**config.mk**
```make
export PLATFORM = sky130hd
export DESIGN_NAME = nor_strobe_gen
export DESIGN_NICKNAME = d
export VERILOG_FILES = /design/src/rtl/nor_strobe_pkg.sv /design/src/rtl/nor_cfg_regs.sv /design/src/rtl/nor_rdy_sync.sv /design/src/rtl/nor_strobe_fsm.sv /design/src/rtl/nor_strobe_gen.sv
export SDC_FILE = /design/constraint.sdc
export NUM_CORES = 1
export LEC_CHECK = 0
export BUFFER_PORTS_ARGS = -buffer_cell sky130_fd_sc_hd__buf_4
export CAP_MARGIN = 20
export CELL_PAD_IN_SITES_DETAIL_PLACEMENT = 0
export CELL_PAD_IN_SITES_GLOBAL_PLACEMENT = 1
export CORE_MARGIN = 2
export CORE_UTILIZATION = 33
export DETAILED_ROUTE_END_ITERATION = 10
export PLACE_DENSITY_LB_ADDON = 0.15
export SYNTH_ARGS = -nofsm -noshare
export SYNTH_HDL_FRONTEND = slang
export SYNTH_SLANG_ARGS = --single-unit
```
**constraint.sdc**
```tcl
create_clock -name clk_i -period 1.9 [get_ports clk_i]
set_input_delay 0.38 -clock clk_i [delete_from_list [all_inputs] [get_ports clk_i]]
set_output_delay 0.38 -clock clk_i [all_outputs]
set_load 0.01 [all_outputs]
```
**src/rtl/nor_strobe_pkg.sv**
```systemverilog
package nor_strobe_pkg;
  typedef enum logic [1:0] {
    ST_IDLE = 2'd0,
    ST_STB  = 2'd1,
    ST_EXT  = 2'd2,
    ST_DONE = 2'd3
  } state_e;

  localparam int CFG_DW    = 32;
  localparam int RD_LSB    = 0;
  localparam int WR_LSB    = 4;
endpackage

```
**src/rtl/nor_cfg_regs.sv**
```systemverilog
module nor_cfg_regs
  import nor_strobe_pkg::*;
#(
  parameter int NUM_CS = 4,
  parameter int CW     = 3,
  localparam int NPAIR = NUM_CS / 2,
  localparam int CAW   = $clog2(NPAIR + 1)
) (
  input  logic                         clk_i,
  input  logic                         rst_ni,
  input  logic                         cfg_we_i,
  input  logic [CAW-1:0]               cfg_addr_i,
  input  logic [CFG_DW-1:0]            cfg_wdata_i,
  output logic [CFG_DW-1:0]            cfg_rdata_o,
  output logic [NUM_CS-1:0]            we_en_o,
  output logic [NUM_CS-1:0]            chk_en_o,
  output logic [NUM_CS-1:0][CW-1:0]    rd_w_o,
  output logic [NUM_CS-1:0][CW-1:0]    wr_w_o
);
  logic [NUM_CS-1:0] we_q, chk_q;
  logic [NPAIR-1:0][CW-1:0] prd_q, pwr_q;
  logic [NPAIR:0][CFG_DW-1:0] rd_vec;

  always_ff @(posedge clk_i or negedge rst_ni) begin
    if (!rst_ni) begin
      we_q  <= '0;
      chk_q <= '0;
    end else if (cfg_we_i && cfg_addr_i == '0) begin
      we_q  <= cfg_wdata_i[NUM_CS-1:0];
      chk_q <= cfg_wdata_i[2*NUM_CS-1:NUM_CS];
    end
  end

  always_comb begin
    rd_vec[0] = '0;
    rd_vec[0][NUM_CS-1:0]        = we_q;
    rd_vec[0][2*NUM_CS-1:NUM_CS] = chk_q;
  end

  for (genvar p = 0; p < NPAIR; p++) begin : g_pair
    always_ff @(posedge clk_i or negedge rst_ni) begin
      if (!rst_ni) begin
        prd_q[p] <= '0;
        pwr_q[p] <= '0;
      end else if (cfg_we_i && cfg_addr_i == CAW'(p + 1)) begin
        prd_q[p] <= cfg_wdata_i[RD_LSB +: CW];
        pwr_q[p] <= cfg_wdata_i[WR_LSB +: CW];
      end
    end

    always_comb begin
      rd_vec[p+1] = '0;
      rd_vec[p+1][RD_LSB +: CW] = prd_q[p];
      rd_vec[p+1][WR_LSB +: CW] = pwr_q[p];
    end

    assign rd_w_o[2*p]   = prd_q[p];
    assign rd_w_o[2*p+1] = prd_q[p];
    assign wr_w_o[2*p]   = pwr_q[p];
    assign wr_w_o[2*p+1] = pwr_q[p];
  end

  always_comb begin
    cfg_rdata_o = '0;
    for (int i = 0; i <= NPAIR; i++)
      if (cfg_addr_i == CAW'(i)) cfg_rdata_o = rd_vec[i];
  end

  assign we_en_o  = we_q;
  assign chk_en_o = chk_q;
endmodule

```
**src/rtl/nor_rdy_sync.sv**
```systemverilog
module nor_rdy_sync #(
  parameter int STAGES = 2
) (
  input  logic clk_i,
  input  logic rst_ni,
  input  logic d_i,
  output logic q_o
);
  logic [STAGES-1:0] sr_q;

  always_ff @(posedge clk_i or negedge rst_ni) begin
    if (!rst_ni) sr_q <= '0;
    else         sr_q <= {sr_q[STAGES-2:0], d_i};
  end

  assign q_o = sr_q[STAGES-1];
endmodule

```
**src/rtl/nor_strobe_fsm.sv**
```systemverilog
module nor_strobe_fsm
  import nor_strobe_pkg::*;
#(
  parameter int NUM_CS = 4,
  parameter int CW     = 3,
  parameter int AW     = 16,
  parameter int DW     = 16,
  localparam int CSW   = $clog2(NUM_CS),
  localparam int EW    = CW + 2
) (
  input  logic                       clk_i,
  input  logic                       rst_ni,
  input  logic                       req_valid_i,
  input  logic [CSW-1:0]             req_cs_i,
  input  logic                       req_write_i,
  input  logic [AW-1:0]              req_addr_i,
  input  logic [DW-1:0]              req_wdata_i,
  output logic                       req_ready_o,
  output logic                       done_o,
  output logic                       err_o,
  output logic [DW-1:0]              rdata_o,
  input  logic [NUM_CS-1:0]          we_en_i,
  input  logic [NUM_CS-1:0]          chk_en_i,
  input  logic [NUM_CS-1:0][CW-1:0]  rd_w_i,
  input  logic [NUM_CS-1:0][CW-1:0]  wr_w_i,
  input  logic                       rdy_s_i,
  output logic [NUM_CS-1:0]          flash_cs_no,
  output logic                       flash_re_no,
  output logic                       flash_we_no,
  output logic [AW-1:0]              flash_addr_o,
  output logic [DW-1:0]              flash_data_o,
  output logic                       flash_data_oe_o,
  input  logic [DW-1:0]              flash_data_i
);
  state_e          state_q;
  logic [CSW-1:0]  cs_q;
  logic            wr_q, chk_q, ext_q, err_q;
  logic [EW-1:0]   cnt_q, eff_q, eff_d;
  logic [AW-1:0]   addr_q;
  logic [DW-1:0]   wdata_q, rdata_q;
  logic [CW-1:0]   sel_w;
  logic            active, blocked;

  // zero field selects the longest width
  assign sel_w   = req_write_i ? wr_w_i[req_cs_i] : rd_w_i[req_cs_i];
  assign eff_d   = (sel_w == '0) ? (EW'(1) << (CW + 1)) : EW'(sel_w);
  assign blocked = req_write_i && !we_en_i[req_cs_i];

  always_ff @(posedge clk_i or negedge rst_ni) begin
    if (!rst_ni) begin
      state_q <= ST_IDLE;
      cs_q    <= '0;
      wr_q    <= 1'b0;
      chk_q   <= 1'b0;
      ext_q   <= 1'b0;
      err_q   <= 1'b0;
      cnt_q   <= '0;
      eff_q   <= '0;
      addr_q  <= '0;
      wdata_q <= '0;
      rdata_q <= '0;
    end else begin
      unique case (state_q)
        ST_IDLE: if (req_valid_i) begin
          cs_q    <= req_cs_i;
          wr_q    <= req_write_i;
          addr_q  <= req_addr_i;
          wdata_q <= req_wdata_i;
          cnt_q   <= EW'(1);
          eff_q   <= eff_d;
          chk_q   <= chk_en_i[req_cs_i];
          err_q   <= blocked;
          state_q <= blocked ? ST_DONE : ST_STB;
        end
        ST_STB: begin
          if (cnt_q == eff_q) begin
            if (chk_q) begin
              ext_q   <= 1'b0;
              state_q <= ST_EXT;
            end else begin
              rdata_q <= flash_data_i;
              state_q <= ST_DONE;
            end
          end else begin
            cnt_q <= cnt_q + EW'(1);
          end
        end
        ST_EXT: begin
          // at least two extra cycles, then wait on synchronised ready
          if (ext_q && rdy_s_i) begin
            rdata_q <= flash_data_i;
            state_q <= ST_DONE;
          end else begin
            ext_q <= 1'b1;
          end
        end
        ST_DONE: state_q <= ST_IDLE;
        default: state_q <= ST_IDLE;
      endcase
    end
  end

  assign active          = (state_q == ST_STB) || (state_q == ST_EXT);
  assign req_ready_o     = (state_q == ST_IDLE);
  assign done_o          = (state_q == ST_DONE);
  assign err_o           = done_o && err_q;
  assign rdata_o         = rdata_q;
  assign flash_re_no     = !(active && !wr_q);
  assign flash_we_no     = !(active && wr_q);
  assign flash_addr_o    = addr_q;
  assign flash_data_o    = wdata_q;
  assign flash_data_oe_o = active && wr_q;

  for (genvar i = 0; i < NUM_CS; i++) begin : g_cs
    assign flash_cs_no[i] = !(active && cs_q == CSW'(i));
  end
endmodule

```
**src/rtl/nor_strobe_gen.sv**
```systemverilog
module nor_strobe_gen
  import nor_strobe_pkg::*;
#(
  parameter int NUM_CS  = 4,
  parameter int CW      = 3,
  parameter int AW      = 16,
  parameter int DW      = 16,
  parameter int SYNC_ST = 2,
  localparam int CSW    = $clog2(NUM_CS),
  localparam int CAW    = $clog2(NUM_CS / 2 + 1)
) (
  input  logic              clk_i,
  input  logic              rst_ni,
  input  logic              cfg_we_i,
  input  logic [CAW-1:0]    cfg_addr_i,
  input  logic [31:0]       cfg_wdata_i,
  output logic [31:0]       cfg_rdata_o,
  input  logic              req_valid_i,
  input  logic [CSW-1:0]    req_cs_i,
  input  logic              req_write_i,
  input  logic [AW-1:0]     req_addr_i,
  input  logic [DW-1:0]     req_wdata_i,
  output logic              req_ready_o,
  output logic              done_o,
  output logic              err_o,
  output logic [DW-1:0]     rdata_o,
  output logic [NUM_CS-1:0] flash_cs_no,
  output logic              flash_re_no,
  output logic              flash_we_no,
  output logic [AW-1:0]     flash_addr_o,
  output logic [DW-1:0]     flash_data_o,
  output logic              flash_data_oe_o,
  input  logic [DW-1:0]     flash_data_i,
  input  logic              flash_rdy_i
);
  logic [NUM_CS-1:0]         we_en, chk_en;
  logic [NUM_CS-1:0][CW-1:0] rd_w, wr_w;
  logic                      rdy_s;

  nor_cfg_regs #(.NUM_CS(NUM_CS), .CW(CW)) u_cfg (
    .clk_i       (clk_i),
    .rst_ni      (rst_ni),
    .cfg_we_i    (cfg_we_i),
    .cfg_addr_i  (cfg_addr_i),
    .cfg_wdata_i (cfg_wdata_i),
    .cfg_rdata_o (cfg_rdata_o),
    .we_en_o     (we_en),
    .chk_en_o    (chk_en),
    .rd_w_o      (rd_w),
    .wr_w_o      (wr_w)
  );

  nor_rdy_sync #(.STAGES(SYNC_ST)) u_sync (
    .clk_i  (clk_i),
    .rst_ni (rst_ni),
    .d_i    (flash_rdy_i),
    .q_o    (rdy_s)
  );

  nor_strobe_fsm #(.NUM_CS(NUM_CS), .CW(CW), .AW(AW), .DW(DW)) u_fsm (
    .clk_i           (clk_i),
    .rst_ni          (rst_ni),
    .req_valid_i     (req_valid_i),
    .req_cs_i        (req_cs_i),
    .req_write_i     (req_write_i),
    .req_addr_i      (req_addr_i),
    .req_wdata_i     (req_wdata_i),
    .req_ready_o     (req_ready_o),
    .done_o          (done_o),
    .err_o           (err_o),
    .rdata_o         (rdata_o),
    .we_en_i         (we_en),
    .chk_en_i        (chk_en),
    .rd_w_i          (rd_w),
    .wr_w_i          (wr_w),
    .rdy_s_i         (rdy_s),
    .flash_cs_no     (flash_cs_no),
    .flash_re_no     (flash_re_no),
    .flash_we_no     (flash_we_no),
    .flash_addr_o    (flash_addr_o),
    .flash_data_o    (flash_data_o),
    .flash_data_oe_o (flash_data_oe_o),
    .flash_data_i    (flash_data_i)
  );
endmodule

```
==> impl_metrics.csv <==
group,metric,value,unit
status,result_of_the_run,"finished with violations",
status,violated_checks,"negative setup slack",
yosys,post_synth_num_cell_types,44,
grt,number_of_global_route_vias_before_repair,3435,
timing,worst_slack,-27.0,ps
cells_and_area,post_route_cells_drive_above_1_share,49.3,%
placed_design,post_detail_place_hpwl,7.74,mm
yosys,synth-warning-count,0,
die,core_region_area,0.0128,mm^2
grt,grt_overflow_total,0,
cells_and_area,stdcell_count,691,
yosys,post_synth_mux_area_share,19.5,%
clock_network,maximum_level_of_the_cts_h_tree,3,
grt,grt_start_max_net_pins,88,
yosys,synth.cell_area,0.00436,mm^2
yosys,synth-adder-area-share,1.44,%
clock_network,tritoncts,"yes",
timing,report.final.setup_viol,1,
worst_hold_path,holdCritPathClass,"in -> async",
yosys,dominant_combinational_cell_family_by_area_after_synthesis,"multiplexers",
clock_network,clkTransAtPathRegs,60,ps
critical_path,critical_path.startpoint,"u_fsm.state_q[1]",
critical_path,critPathMaxFanout,4,
detailed_routing,route.antenna.remaining_nets,0,
yosys,syn-mean-instance-area,11.8,um^2
timing,fin_worst_skew,5.65,ps
power,powerDensity,1570,mW/mm^2
cells_and_area,fill_cells,1184,
placed_design,post_place_setup_slack,-51.5,ps
clock_network,cts_buffers,9,
die,dieArea,0.0141,mm^2
detailed_routing,routedWlPerCell,15.8,um
die,fp.dieW,119,um
die,top_level_ports,180,
yosys,synth_edf_count,0,
yosys,syn_inst,368,
timing,period_minus_slack,1930,ps
timing,slew_violations,0,
clock_network,clock_sink_count,87,
grt,wire_length_of_the_first_global_routing_pass,17.8,mm
timing,timing.final.crit_share,101,%
critical_path,critPathRequiredTime,1520,ps
yosys,ys_ff_latch,87,
timing,slew-limit-headroom,65.0,%
detailed_routing,first_iter_violations,168,
grt,groute.usage.overall,15.9,%
critical_path,worstReg2RegStart,"u_fsm.cnt_q[2]",
die,floorplan.die.height,119,um
timing,max_clock_freq,519,MHz
critical_path,start_kind,"flip-flop",
placed_design,port_buffers,131,
detailed_routing,drc,0,
power,design_power_total,0.00932,W
timing,hold_viol_final,0,
cells_and_area,multi_input_comb_area,0.00200,mm^2
power,sw_frac_of_total,35.5,%
yosys,synth.yosys.seq_area_share,50.0,%
power,combPwrFrac,46.8,%
power,clkPwrFrac,19.7,%
yosys,synth_top_flop_cell,"sky130_fd_sc_hd__dfrtp_1",
job,drv_cap,0,
critical_path,end_kind,"primary output",
placed_design,globalplace.congestion,0.783,
yosys,xor_xnor_share_of_the_synthesized_area,0.804,%
power,power.internal,0.00601,W
detailed_routing,route.final.wire_length,10.9,mm
critical_path,crit_type,"reg -> out",
timing,tns,-27.0,ps
grt,antenna_found_initial,0,
cells_and_area,syn2layout_area_growth,36.4,%
die,floorplan.initialDensity,34.1,%
timing,unrepaired_setup_endpoints_after_global_routing,"yes",
cells_and_area,insertedDiodeCount,0,
yosys,async_flop_share,100,%
timing,transition_time_at_the_pin_with_the_least_slew_margin,525,ps
detailed_routing,avgViaCountPerCell,4.89,
clock_network,cts.hold.buffers_added,0,
clock_network,ctsLongestPathBuffers,2,
critical_path,worstPathArrival,1550,ps
power,share_seq_of_total_power,33.6,%
clock_network,clkLatencyLatePin,350,ps
clock_network,cts.root.buffer_cell,"sky130_fd_sc_hd__clkbuf_16",
power,power.static_leakage,2.74,nW
power,p_sw,0.00331,W
placed_design,dp.cells,672,
yosys,synth_compound_gate_area_share,13.0,%
yosys,yosys.area_share.simple,8.42,%
cells_and_area,design.final.nets,609,
power,vdd.ir_drop.worst,0.000860,V
detailed_routing,num_vias,3381,
die,fp-row-count,41,
detailed_routing,first_pass_iters,5,
cells_and_area,register_area,0.00218,mm^2
==> layer usage <==
metal	vias up	GRT usage, %	wire, um
met5	-	0	0
li1	1587	-	-
met1	1664	21.1	4810
met4	0	6.18	174
met2	119	24.0	5080
met3	11	5.12	827
==> timing repair <==
item	CTS	global route
pin swaps	2	1
resized for setup	5	6
endpoints found under the setup margin	22	21
buffers inserted	3	0
gates cloned	0	0
==> flip-flops by register name, indices dropped and copies added (netlist names) <==
signal and flops:
u_fsm.chk_q 1, u_fsm.rdata_o 16, u_fsm.err_q 1, u_fsm.cs_q 2
u_fsm.ext_q 1, u_fsm.flash_addr_o 16, u_fsm.state_q 2, u_cfg.wr_w_o 6
u_fsm.flash_data_o 16, u_fsm.cnt_q 5, u_fsm.eff_q 4, u_fsm.wr_q 1
u_cfg.rd_w_o 6, u_cfg.chk_en_o 4, u_sync.sr_q 2, u_cfg.we_en_o 4
==> worst max-delay path, cell delays in order, from the launching register on <==
cell	delay, ps
sky130_fd_sc_hd__dfrtp_1	360
sky130_fd_sc_hd__inv_2	70
sky130_fd_sc_hd__ha_4	260
sky130_fd_sc_hd__or3b_4	370
sky130_fd_sc_hd__buf_6	130
==> synthesized netlist by cell type (3+ instances only) <==
library cell | instances | area share (%)
sky130_fd_sc_hd__a221o_2 | 6 | 1.6
sky130_fd_sc_hd__mux2_2 | 60 | 16
sky130_fd_sc_hd__dfrtp_1 | 87 | 50
sky130_fd_sc_hd__mux4_2 | 5 | 2.6
sky130_fd_sc_hd__and2_1 | 6 | 0.86
sky130_fd_sc_hd__mux2i_1 | 6 | 1.4
sky130_fd_sc_hd__a31oi_1 | 4 | 0.57
sky130_fd_sc_hd__xor2_1 | 4 | 0.80
sky130_fd_sc_hd__buf_4 | 24 | 4.1
sky130_fd_sc_hd__o21ai_0 | 26 | 3.0
sky130_fd_sc_hd__nand3_1 | 7 | 0.80
sky130_fd_sc_hd__ha_1 | 5 | 1.4
sky130_fd_sc_hd__nand2_1 | 31 | 2.7
sky130_fd_sc_hd__nor2_1 | 9 | 0.78
sky130_fd_sc_hd__a21oi_1 | 5 | 0.57
sky130_fd_sc_hd__nor3_1 | 4 | 0.46
sky130_fd_sc_hd__a221o_1 | 10 | 2.3
sky130_fd_sc_hd__clkbuf_1 | 15 | 1.3
sky130_fd_sc_hd__inv_1 | 6 | 0.52
sky130_fd_sc_hd__a22oi_1 | 17 | 2.9
sky130_fd_sc_hd__nand3b_1 | 3 | 0.52
==> kinds of logic after synthesis <==
kind of cell | Yosys count
and+or+nand+nor | 71
other | 1
muxes | 71
DFF | 87
AOI/OAI and AO/OA | 78
buffers and inverters | 51
xor gates and xnor gates | 4
adders and majority gates | 5
==> final cells by class <==
cell class	instances	area share, %
Clock buffer	10	4.02
Clock inverter	6	1.16
Inverter	7	0.442
Multi-Input combinational cell	253	33.6
Sequential cell	87	36.7
Tap cell	172	3.62
Timing Repair Buffer	156	20.5
==> stage by stage <==
stage	hold slack (ps)	utilization, %	instance area, um^2
3_3_place_gp	336	43.5	5560
2_1_floorplan	84.4	-	4440
3_5_place_dp	353	43.5	5560
5_1_grt	118	46.5	5940
4_1_cts	98.3	46.4	5920
6_report	32.7	46.5	5940
==> power groups by stage <==
stage               Clock (W)  Sequential [W]  Combinational [W]
CTS                   0.00189         0.00313            0.00440
global placement            0         0.00311            0.00425
global route          0.00197         0.00324            0.00478
finish                0.00183         0.00313            0.00436
detailed placement          0         0.00315            0.00428
floorplan                   0         0.00329            0.00230
==> worst paths after layout <==
path | endpoint | slack (ps) | cells after the start
min | u_fsm.rdata_o[8] | 30 | 2
max reg2reg | u_fsm.rdata_o[9] | 110 | 5
min reg2reg | u_sync.sr_q[1] | 370 | 0
min in group clk_i | u_sync.sr_q[0] | 140 | 1
max in group asynchronous | u_fsm.cnt_q[4] | 1430 | 2
max | flash_cs_no[0] | -30 | 4
==> cell usage in the layout, fill, tap and decap left out, drive strengths merged, types with 2 or more instances in the layout <==
cell type  instances
buf              156
dfrtp             87
mux2              60
nand2             32
o21ai             26
conb              24
a22oi             17
a221o             16
clkbuf            10
nor2               9
nand3              7
inv                7
mux2i              6
and2               6
nor3               6
mux4               5
ha                 5
a21oi              5
xor2               4
a31oi              4
clkinvlp           4
nand3b             3
o32ai              2
nand4              2
No activity file was read; power rests on OpenSTA's default activity.
